File: config.mk
export PLATFORM = sky130hd
export DESIGN_NAME = bus_cycle_ctrl
export DESIGN_NICKNAME = d
export VERILOG_FILES = /design/src/rtl/bcc_pkg.sv /design/src/rtl/bcc_beat.sv /design/src/rtl/bcc_seq.sv /design/src/rtl/bcc_rsp.sv /design/src/rtl/bus_cycle_ctrl.sv
export SDC_FILE = /design/constraint.sdc
export NUM_CORES = 1
export LEC_CHECK = 0
export BUFFER_PORTS_ARGS = -buffer_cell sky130_fd_sc_hd__buf_2
export CORE_MARGIN = 5
export CORE_UTILIZATION = 50
export DETAILED_ROUTE_END_ITERATION = 8
export GPL_ROUTABILITY_DRIVEN = 0
export HOLD_SLACK_MARGIN = 0.02
export PLACE_DENSITY = 0.85
export SYNTH_ARGS = -nofsm -noshare
export SYNTH_HDL_FRONTEND = slang
export SYNTH_HIERARCHICAL = 1
export SYNTH_SLANG_ARGS = --single-unit
File: constraint.sdc
create_clock -name clk -period 5.65 [get_ports clk]
set_clock_uncertainty 0.1 [all_clocks]
set_input_delay 0 -clock clk [delete_from_list [all_inputs] [get_ports clk]]
set_output_delay 0 -clock clk [all_outputs]
set_load 0.02 [all_outputs]
File: src/rtl/bcc_pkg.sv
package bcc_pkg;

   typedef enum logic [1:0] {
      ST_IDLE = 2'd0,
      ST_ADDR = 2'd1,
      ST_DATA = 2'd2,
      ST_BACK = 2'd3
   } bcc_state_e;

   typedef enum logic [2:0] {
      CY_INTA    = 3'b000,
      CY_SPECIAL = 3'b001,
      CY_IO_RD   = 3'b010,
      CY_IO_WR   = 3'b011,
      CY_CODE_RD = 3'b100,
      CY_RSVD    = 3'b101,
      CY_MEM_RD  = 3'b110,
      CY_MEM_WR  = 3'b111
   } bcc_kind_e;

   typedef struct packed {
      bcc_kind_e kind;
      logic      cache;
      logic      lock;
   } bcc_attr_t;

   function automatic logic attr_fillable(bcc_attr_t a);
      return ((a.kind == CY_CODE_RD) || (a.kind == CY_MEM_RD)) && a.cache && !a.lock;
   endfunction

   function automatic logic kind_writes(bcc_kind_e k);
      return k[0];
   endfunction

endpackage

File: src/rtl/bcc_beat.sv
module bcc_beat #(
   parameter int LINE_BEATS = 4,
   parameter int BEAT_ORDER = 0,
   localparam int BEAT_W = $clog2(LINE_BEATS)
) (
   input  logic              clk,
   input  logic              rst_n,
   input  logic              load,
   input  logic [BEAT_W-1:0] start_lo,
   input  logic              step,
   output logic [BEAT_W-1:0] beat_lo,
   output logic              beat_zero,
   output logic              beat_last
);

   logic [BEAT_W-1:0] cnt_q;
   logic [BEAT_W-1:0] start_q;

   always_ff @(posedge clk or negedge rst_n) begin
      if (!rst_n) begin
         cnt_q   <= '0;
         start_q <= '0;
      end else if (load) begin
         cnt_q   <= '0;
         start_q <= start_lo;
      end else if (step) begin
         cnt_q   <= cnt_q + 1'b1;
      end
   end

   generate
      if (BEAT_ORDER == 0) begin : g_wrap
         assign beat_lo = start_q + cnt_q;
      end else begin : g_xor
         assign beat_lo = start_q ^ cnt_q;
      end
   endgenerate

   assign beat_zero = (cnt_q == '0);
   assign beat_last = (cnt_q == BEAT_W'(LINE_BEATS - 1));

   AST_BEAT_NO_WRAP: assert property (@(posedge clk) disable iff (!rst_n)
      step |-> !beat_last);

endmodule

File: src/rtl/bcc_seq.sv
module bcc_seq
   import bcc_pkg::*;
(
   input  logic       clk,
   input  logic       rst_n,
   input  logic       take,
   input  logic       fill_ok,
   input  logic       line_ok,
   input  logic       backoff,
   input  logic       xfer_done,
   input  logic       burst_ack,
   input  logic       beat_zero,
   input  logic       beat_last,
   output bcc_state_e state,
   output logic       fill_q,
   output logic       xfer,
   output logic       cyc_end,
   output logic       step
);

   bcc_state_e st_q, st_d;
   logic       open_w;

   assign open_w  = (st_q == ST_ADDR) || (st_q == ST_DATA);
   assign xfer    = (st_q == ST_DATA) && !backoff && (xfer_done || burst_ack);
   assign cyc_end = xfer && (xfer_done || !fill_q || beat_last);
   assign step    = xfer && !cyc_end;
   assign state   = st_q;

   always_comb begin
      st_d = st_q;
      unique case (st_q)
         ST_IDLE: if (take) st_d = ST_ADDR;
         ST_ADDR: st_d = backoff ? ST_BACK : ST_DATA;
         ST_DATA: begin
            if (backoff)      st_d = ST_BACK;
            else if (cyc_end) st_d = ST_IDLE;
         end
         ST_BACK: if (!backoff) st_d = ST_ADDR;
         default: st_d = ST_IDLE;
      endcase
   end

   always_ff @(posedge clk or negedge rst_n) begin
      if (!rst_n) begin
         st_q   <= ST_IDLE;
         fill_q <= 1'b0;
      end else begin
         st_q <= st_d;
         if (take)
            fill_q <= 1'b0;
         else if (open_w && backoff && beat_zero)
            fill_q <= 1'b0;
         else if (open_w && !xfer && beat_zero)
            fill_q <= fill_ok && line_ok;
      end
   end

   AST_BACKOFF_WINS: assert property (@(posedge clk) disable iff (!rst_n)
      (open_w && backoff) |=> (st_q == ST_BACK));

   AST_FILL_HELD: assert property (@(posedge clk) disable iff (!rst_n)
      ((st_q != ST_IDLE) && !beat_zero) |-> $stable(fill_q));

endmodule

File: src/rtl/bcc_rsp.sv
module bcc_rsp #(
   parameter int DATA_W  = 32,
   parameter int RSP_REG = 1
) (
   input  logic              clk,
   input  logic              rst_n,
   input  logic              xfer,
   input  logic              cyc_end,
   input  logic [DATA_W-1:0] din,
   output logic              rsp_valid,
   output logic [DATA_W-1:0] rsp_data,
   output logic              rsp_last
);

   generate
      if (RSP_REG != 0) begin : g_reg
         always_ff @(posedge clk or negedge rst_n) begin
            if (!rst_n) begin
               rsp_valid <= 1'b0;
               rsp_data  <= '0;
               rsp_last  <= 1'b0;
            end else begin
               rsp_valid <= xfer;
               rsp_last  <= cyc_end;
               if (xfer) rsp_data <= din;
            end
         end
      end else begin : g_comb
         assign rsp_valid = xfer;
         assign rsp_data  = din;
         assign rsp_last  = cyc_end;
      end
   endgenerate

   AST_LAST_NEEDS_VALID: assert property (@(posedge clk) disable iff (!rst_n)
      rsp_last |-> rsp_valid);

endmodule

File: src/rtl/bus_cycle_ctrl.sv
module bus_cycle_ctrl
   import bcc_pkg::*;
#(
   parameter int ADDR_W     = 30,
   parameter int DATA_W     = 32,
   parameter int LINE_BEATS = 4,
   parameter int BEAT_ORDER = 0,
   parameter int RSP_REG    = 1,
   localparam int BE_W   = DATA_W / 8,
   localparam int BEAT_W = $clog2(LINE_BEATS)
) (
   input  logic              clk,
   input  logic              rst_n,
   input  logic              req_valid,
   output logic              req_ready,
   input  logic [2:0]        req_type,
   input  logic [ADDR_W-1:0] req_addr,
   input  logic [BE_W-1:0]   req_be,
   input  logic [DATA_W-1:0] req_wdata,
   input  logic              req_cacheable,
   input  logic              req_lock,
   output logic              addr_strobe,
   output logic [2:0]        cyc_type,
   output logic [ADDR_W-1:0] bus_addr,
   output logic [BE_W-1:0]   bus_be,
   output logic [DATA_W-1:0] bus_dout,
   output logic              bus_dout_en,
   input  logic [DATA_W-1:0] bus_din,
   input  logic              xfer_done,
   input  logic              burst_ack,
   input  logic              line_ok,
   input  logic              backoff,
   output logic              last_xfer,
   output logic              bus_locked,
   output logic              bus_released,
   output logic              rsp_valid,
   output logic [DATA_W-1:0] rsp_data,
   output logic              rsp_last
);

   initial begin
      AST_CFG_DATA_W: assert (DATA_W >= 8 && DATA_W % 8 == 0)
         else $error("DATA_W must be a multiple of 8");
      AST_CFG_BEATS: assert (LINE_BEATS >= 2 && (1 << BEAT_W) == LINE_BEATS)
         else $error("LINE_BEATS must be a power of two of at least 2");
      AST_CFG_ADDR_W: assert (ADDR_W > BEAT_W)
         else $error("ADDR_W too small for the line");
   end

   bcc_attr_t         attr_q;
   logic [ADDR_W-1:0] addr_q;
   logic [BE_W-1:0]   be_q;
   logic [DATA_W-1:0] wdata_q;

   bcc_state_e        state;
   logic              fill_q, xfer, cyc_end, step;
   logic              take, active;
   logic [BEAT_W-1:0] beat_lo;
   logic              beat_zero, beat_last;

   assign req_ready = (state == ST_IDLE) && !backoff;
   assign take      = req_valid && req_ready;
   assign active    = (state == ST_ADDR) || (state == ST_DATA);

   always_ff @(posedge clk or negedge rst_n) begin
      if (!rst_n) begin
         attr_q  <= '{kind: CY_INTA, cache: 1'b0, lock: 1'b0};
         addr_q  <= '0;
         be_q    <= '0;
         wdata_q <= '0;
      end else if (take) begin
         attr_q  <= '{kind: bcc_kind_e'(req_type), cache: req_cacheable, lock: req_lock};
         addr_q  <= req_addr;
         be_q    <= req_be;
         wdata_q <= req_wdata;
      end
   end

   bcc_seq u_seq (
      .clk       (clk),
      .rst_n     (rst_n),
      .take      (take),
      .fill_ok   (attr_fillable(attr_q)),
      .line_ok   (line_ok),
      .backoff   (backoff),
      .xfer_done (xfer_done),
      .burst_ack (burst_ack),
      .beat_zero (beat_zero),
      .beat_last (beat_last),
      .state     (state),
      .fill_q    (fill_q),
      .xfer      (xfer),
      .cyc_end   (cyc_end),
      .step      (step)
   );

   bcc_beat #(
      .LINE_BEATS (LINE_BEATS),
      .BEAT_ORDER (BEAT_ORDER)
   ) u_beat (
      .clk       (clk),
      .rst_n     (rst_n),
      .load      (take),
      .start_lo  (req_addr[BEAT_W-1:0]),
      .step      (step),
      .beat_lo   (beat_lo),
      .beat_zero (beat_zero),
      .beat_last (beat_last)
   );

   bcc_rsp #(
      .DATA_W  (DATA_W),
      .RSP_REG (RSP_REG)
   ) u_rsp (
      .clk       (clk),
      .rst_n     (rst_n),
      .xfer      (xfer),
      .cyc_end   (cyc_end),
      .din       (bus_din),
      .rsp_valid (rsp_valid),
      .rsp_data  (rsp_data),
      .rsp_last  (rsp_last)
   );

   assign addr_strobe  = (state == ST_ADDR);
   assign cyc_type     = attr_q.kind;
   assign bus_addr     = {addr_q[ADDR_W-1:BEAT_W], beat_lo};
   assign bus_be       = be_q;
   assign bus_dout     = wdata_q;
   assign bus_dout_en  = (state == ST_DATA) && kind_writes(attr_q.kind);
   assign last_xfer    = active && (!fill_q || beat_last);
   assign bus_locked   = active && attr_q.lock;
   assign bus_released = (state == ST_BACK);

   AST_STROBE_SINGLE: assert property (@(posedge clk) disable iff (!rst_n)
      addr_strobe |=> !addr_strobe);

   AST_NO_RSP_FROM_STROBE: assert property (@(posedge clk) disable iff (!rst_n)
      (RSP_REG != 0 && addr_strobe) |=> !rsp_valid);

   AST_LOCK_NO_FILL: assert property (@(posedge clk) disable iff (!rst_n)
      bus_locked |-> !fill_q);

   AST_TYPE_HOLD: assert property (@(posedge clk) disable iff (!rst_n)
      (active && !addr_strobe) |-> $stable(cyc_type));

   AST_BURST_END_MARKED: assert property (@(posedge clk) disable iff (!rst_n)
      (cyc_end && !xfer_done) |-> last_xfer);

endmodule

# Word-level counts from Yosys, hierarchy flattened
# Cells that the tools add are included.
# totals
rom_bits	0
elab_cells	67
n_memories	0
out_inout_bits	109
in_bits	110
latch_bits	0
ram_bits	0
regBits	112
# op_classes
reduce_logical	32
muxes	11
n_div	0
n_eq_ne	9
n_mul	0
addsub	2
n_bitwise	0
magnitude_cmp	0
shifts	0
# op_table
op	n
1-bit logical AND	16
2-bit 2-to-1 mux	6
2-bit case mux with 4 select lines	1
2-bit == test (second input constant)	3
3-bit == test (second input constant)	2
1-bit logical OR	6
1-bit logical NOT	5
2-bit logical NOT	2
1-bit 2-to-1 mux	4
2-bit inequality test (second input constant)	2
3-bit by 2-bit inequality test with 1-bit output (second input constant)	1
3-bit AND reduction	1
3-bit nonzero test	1
2-bit by 1-bit adder with 2-bit output (second input constant)	1
2-bit adder	1
2-bit by 1-bit == test with 1-bit output (second input constant)	1
2-bit nonzero test	1

# Depth between registers and ports, before layout
# depth
word_depth	9
ltp_mapped	8
mapped_depth_nobuf	7

# Hierarchy
# Netlist, hierarchy kept.
# by_module_without_submodules
mod	cells_per_inst	n_inst	area_per_inst_um2	seq_area_each_um2
bus_cycle_ctrl	162	1	2715.1	1726.7
bcc_rsp	70	1	1395.1	850.8
bcc_seq	31	1	264.0	75.1
bcc_beat	17	1	211.5	100.1

# Least setup slack after synthesis
# Ideal clock, no wire load.
# synth_timing
kind	reg2reg
from	register u_seq.st_q[0] (netlist: u_seq/state[0])
to	register u_seq.st_q[0] (netlist: u_seq/state[0])
period_less_slack_ps	2034
n_path_buf	1
setup_ps	125
stages_incl_launch_ff	9
required_ps	5425
path_slack_ps	3616
arrival_ps	1809
cell_sequence	dfrtp_1 > inv_1 > ha_1 > nand3b_4 > buf_4 > inv_1 > inv_1 > a221o_2 > mux2_2
# synth_via
elab_cells_between_ends	14
classes_between	eq/ne (6); mux (1); reduce/logical (7)
# synth_rtl
item	line_no	text
start: declaration	bcc_seq.sv:21	bcc_state_e st_q, st_d;
start signal: assignment	bcc_seq.sv:49	st_q <= st_d;
2-bit logical NOT	bus_cycle_ctrl.sv:61	assign req_ready = (state == ST_IDLE) && !backoff;
1-bit logical AND	bus_cycle_ctrl.sv:61	
1-bit logical AND	bus_cycle_ctrl.sv:62	assign take = req_valid && req_ready;
net take	bus_cycle_ctrl.sv:57	logic take, active;
2-bit inequality test (no line)	--	
3-bit AND reduction (no line)	--	
# The timed path passes the listed nets, and every way through them passes these cells.
# A chain may end at the register's enable or synchronous reset.

# Final worst setup path
# Ends and elaborated chain as after synthesis.

==> metrics.md <==
| Metric | Value |
|---|---|
| Initial Util | 50.3% |
| Fmax | 342 MHz |
| Clock power share | 12.4% |
| Crit path launch type | flip-flop |
| Seq/Total Area, Yosys | 60.0% |
| Status | completed |
| P_sw | 1.43 mW |
| Number of flops mapped to enable cells by yosys | 0 |
| Cell with the most instances after synthesis | dfrtp_1 |
| Clk sinks | 110 |
| Routed len/inst | 18.0 um |
| Syn nets | 401 |
| Synth-to-layout area growth | 51.2% |
| Final ANT Viol Nets | 0 |
| Crit path DAT | 3.06 ns |
| Pleak | 3.52 nW |
| P_int | 2.10 mW |
| Critical Path RT | 5.79 ns |
| Initial DRC count | 97 |
| Actual slew at the worst max-slew pin | 0.981 ns |
| Via count | 3525 |
| Via density | 4.89 |
| Pin count of the biggest net entering global routing | 71 |
| Setup violations, final | 0 |
| Max-slew violation count | 0 |
| Synth top area cells | dfrtp_1 60%, mux2_2 17%, mux2_4 9.8%, ha_1 3.0%, mux2_1 1.5% |
| Estimated wirelength of the detail-placed design | 7.72 mm |
| Crit-path max FO | 70 |
| Number of port buffers | 218 |
| Ys Warns | 6 |
| Pwr dens | 509 nW/um^2 |
| Site Rows | 35 |
| Worst skew pair latency | 0.35 ns |
| # IOs | 219 |
| Post-synth top cells | 110 x dfrtp_1, 68 x mux2_2, 30 x mux2_4, 11 x ha_1, 9 x inv_1 |
| Max-Slew Margin vs Limit | 34.5% |
| Vias in the first global route | 4058 |
| Cts repair resizes | 0 |
| Final WL | 13.0 mm |
| CTS Buf Count | 9 |
| Total track usage | 23.6% |
| Die area | 11200 um^2 |
| H-tree Lvls | 3 |
| Clock Tree Root | clkbuf_8 |
| Antenna cells | 0 |
| Antenna violations before repair | 0 |
| Core Area | 9110 um^2 |
| Leading area contributor after synthesis | dfrtp_1 |
| Crit path time final | 2.92 ns |
| Synth top area share | 60.0% |
| CTS Buffer Depth | 2 |
| Die width | 106 um |
| Clk pin slew, worst setup/hold paths | 0.10 ns |
| Hold Path Class | in2async |
| Hold Vio Cnt, Final | 0 |
| Die height | 106 um |
| Final TNS setup | 0 ns |
| CP Capture Type | flip-flop |
| Async SR Flop Fraction | 100% |
| Drt first pass iters | 6 |
| WS Path Type | reg2reg |
| Sw frac | 40.5% |
| DRC viols | 0 |
| First-pass GRT wire length | 21.0 mm |
| #FFs+latches synth | 110 |
| Final Cycle Share | 51.7% |
| Most used DFF post-synth | dfrtp_1 |
| Unrepaired setup endpoints after global routing | false |
| Hold slack | 0.121 ns |
| Synth Cell Area | 4590 um^2 |
| Synthesized instance count | 280 |
| Maxcap violations | 0 |
| Mean Syn Cell Area | 16.4 um^2 |
| NumNets Final | 726 |
| FF-to-FF setup slack | 2.73 ns |
| Overflow after GRT | 0 |
| Max rail drop VDD | 0.272 mV |
| Share of layout cells above drive strength 1 | 55.4% |
| CTS tree | done |
| Sequential share of power | 39.3% |
| Post-synth cell types | 28 |
| Combinational Power Share | 48.4% |
placed cells by master (no fill, tap or decap):
cell type / synthesis / layout
a211oi_1: 1 / 1
a21boi_0: 1 / 1
a21o_2: 1 / 1
a21oi_1: 1 / 1
a221o_2: 1 / 1
and2_1: 2 / 2
buf_2: 0 / 217
buf_4: 6 / 2
clkbuf_8: 0 / 9
clkinv_2: 0 / 2
clkinv_4: 0 / 2
dfrtp_1: 110 / 110
dlygate4sd3_1: 0 / 109
ha_1: 11 / 11
inv_1: 9 / 9
inv_2: 1 / 1
inv_6: 0 / 2
inv_8: 0 / 1
mux2_1: 6 / 6
mux2_2: 68 / 68
mux2_4: 30 / 30
mux2i_1: 2 / 2
nand2_1: 4 / 4
nand2b_1: 2 / 2
nand3b_4: 1 / 1
nor2_1: 5 / 5
nor2b_1: 1 / 1
nor3_1: 1 / 1
nor4bb_1: 1 / 1
o21ai_0: 2 / 2
or2_4: 1 / 1
or4_1: 1 / 1
xnor2_1: 3 / 3
logic make-up (layout without fill, tap and decap cells):
family	after synthesis	after routing	synth area share [%]
buf+inv	24	354	4.34
compound gates	7	7	1.09
fa+ha+maj	11	11	3.00
flops	110	110	60.0
mux	106	106	28.4
xor+xnor	3	3	0.573
simple gates	19	19	2.54
final cells by class:
| cell class | instances | area (um^2) |
|---|---|---|
| Clock buffer | 9 | 124 |
| Clock inverter | 7 | 56.3 |
| Fill cell | 528 | 2170 |
| Inverter | 10 | 37.5 |
| Multi-Input combinational cell | 146 | 1630 |
| Sequential cell | 110 | 2750 |
| Tap cell | 111 | 139 |
| Timing Repair Buffer | 328 | 2190 |
path summary, 6_finish.rpt:
path | cells after the start | end | startpoint
worst max-delay path | 7 | u_seq/state[0]$_DFFE_PN0P_ | u_seq/state[0]$_DFFE_PN0P_
worst min-delay path | 2 | u_rsp/rsp_data[12]$_DFFE_PN0P_ | rst_n
worst max register to register | 7 | u_seq/state[0]$_DFFE_PN0P_ | u_seq/state[0]$_DFFE_PN0P_
worst min register to register | 1 | addr_q[14]$_DFFE_PN0P_ | addr_q[14]$_DFFE_PN0P_
max in group asynchronous | 3 | bus_dout[10]$_DFFE_PN0P_ | rst_n
min in group clk | 6 | u_beat/cnt_q[0]$_DFFE_PN0P_ | burst_ack
registers in the layout, indices dropped and copies added, names as in the netlist, 2 cells and up:
name / cells
addr_q: 28
u_beat/start_q: 2
bus_dout: 32
u_beat/cnt_q: 2
bus_be: 4
u_seq/state: 2
cyc_type: 3
attr_q: 2
u_rsp/rsp_data: 32
power by group through the flow:
| stage | Clock, mW | Sequential (mW) | Combinational [mW] |
|---|---|---|---|
| after floorplan | 0 | 1.80 | 0.652 |
| after global placement | 0 | 1.35 | 1.59 |
| after detailed placement | 0 | 1.38 | 1.63 |
| after CTS | 0.455 | 1.36 | 1.69 |
| after global routing | 0.487 | 1.43 | 1.81 |
| final | 0.437 | 1.39 | 1.71 |
critical path, cell delays in order (launching register included):
cell and delay (ns):
dfrtp_1 0.47, inv_1 0.11, ha_1 0.21, nand3b_4 0.72
inv_1 0.46, inv_1 0.08, a221o_2 0.36, mux2_2 0.28
metal layers:
layer,vias up,GRT usage [%],wire [um]
li1,1607,-,-
met1,1716,26.0,4760
met2,168,42.6,6740
met3,34,7.72,1110
met4,0,7.96,350
met5,-,0,0
stage by stage:
stage	cells	utilization, %	setup slack (ns)	total power [mW]	instance area, um^2
2_1_floorplan	280	-	3.62	2.45	4590
3_3_place_gp	596	62.2	2.83	2.94	5660
3_5_place_dp	596	62.2	2.73	3.00	5660
4_1_cts	721	76.1	2.70	3.51	6940
5_1_grt	721	76.1	2.50	3.73	6940
6_report	721	76.1	2.73	3.53	6940
what timing repair did:
| item | CTS | global route |
|---|---|---|
| endpoints found under the hold margin | 157 | 0 |
| setup buffers | 0 | 0 |
| hold buffers | 109 | 0 |
Power figures use the tool's default switching activity.
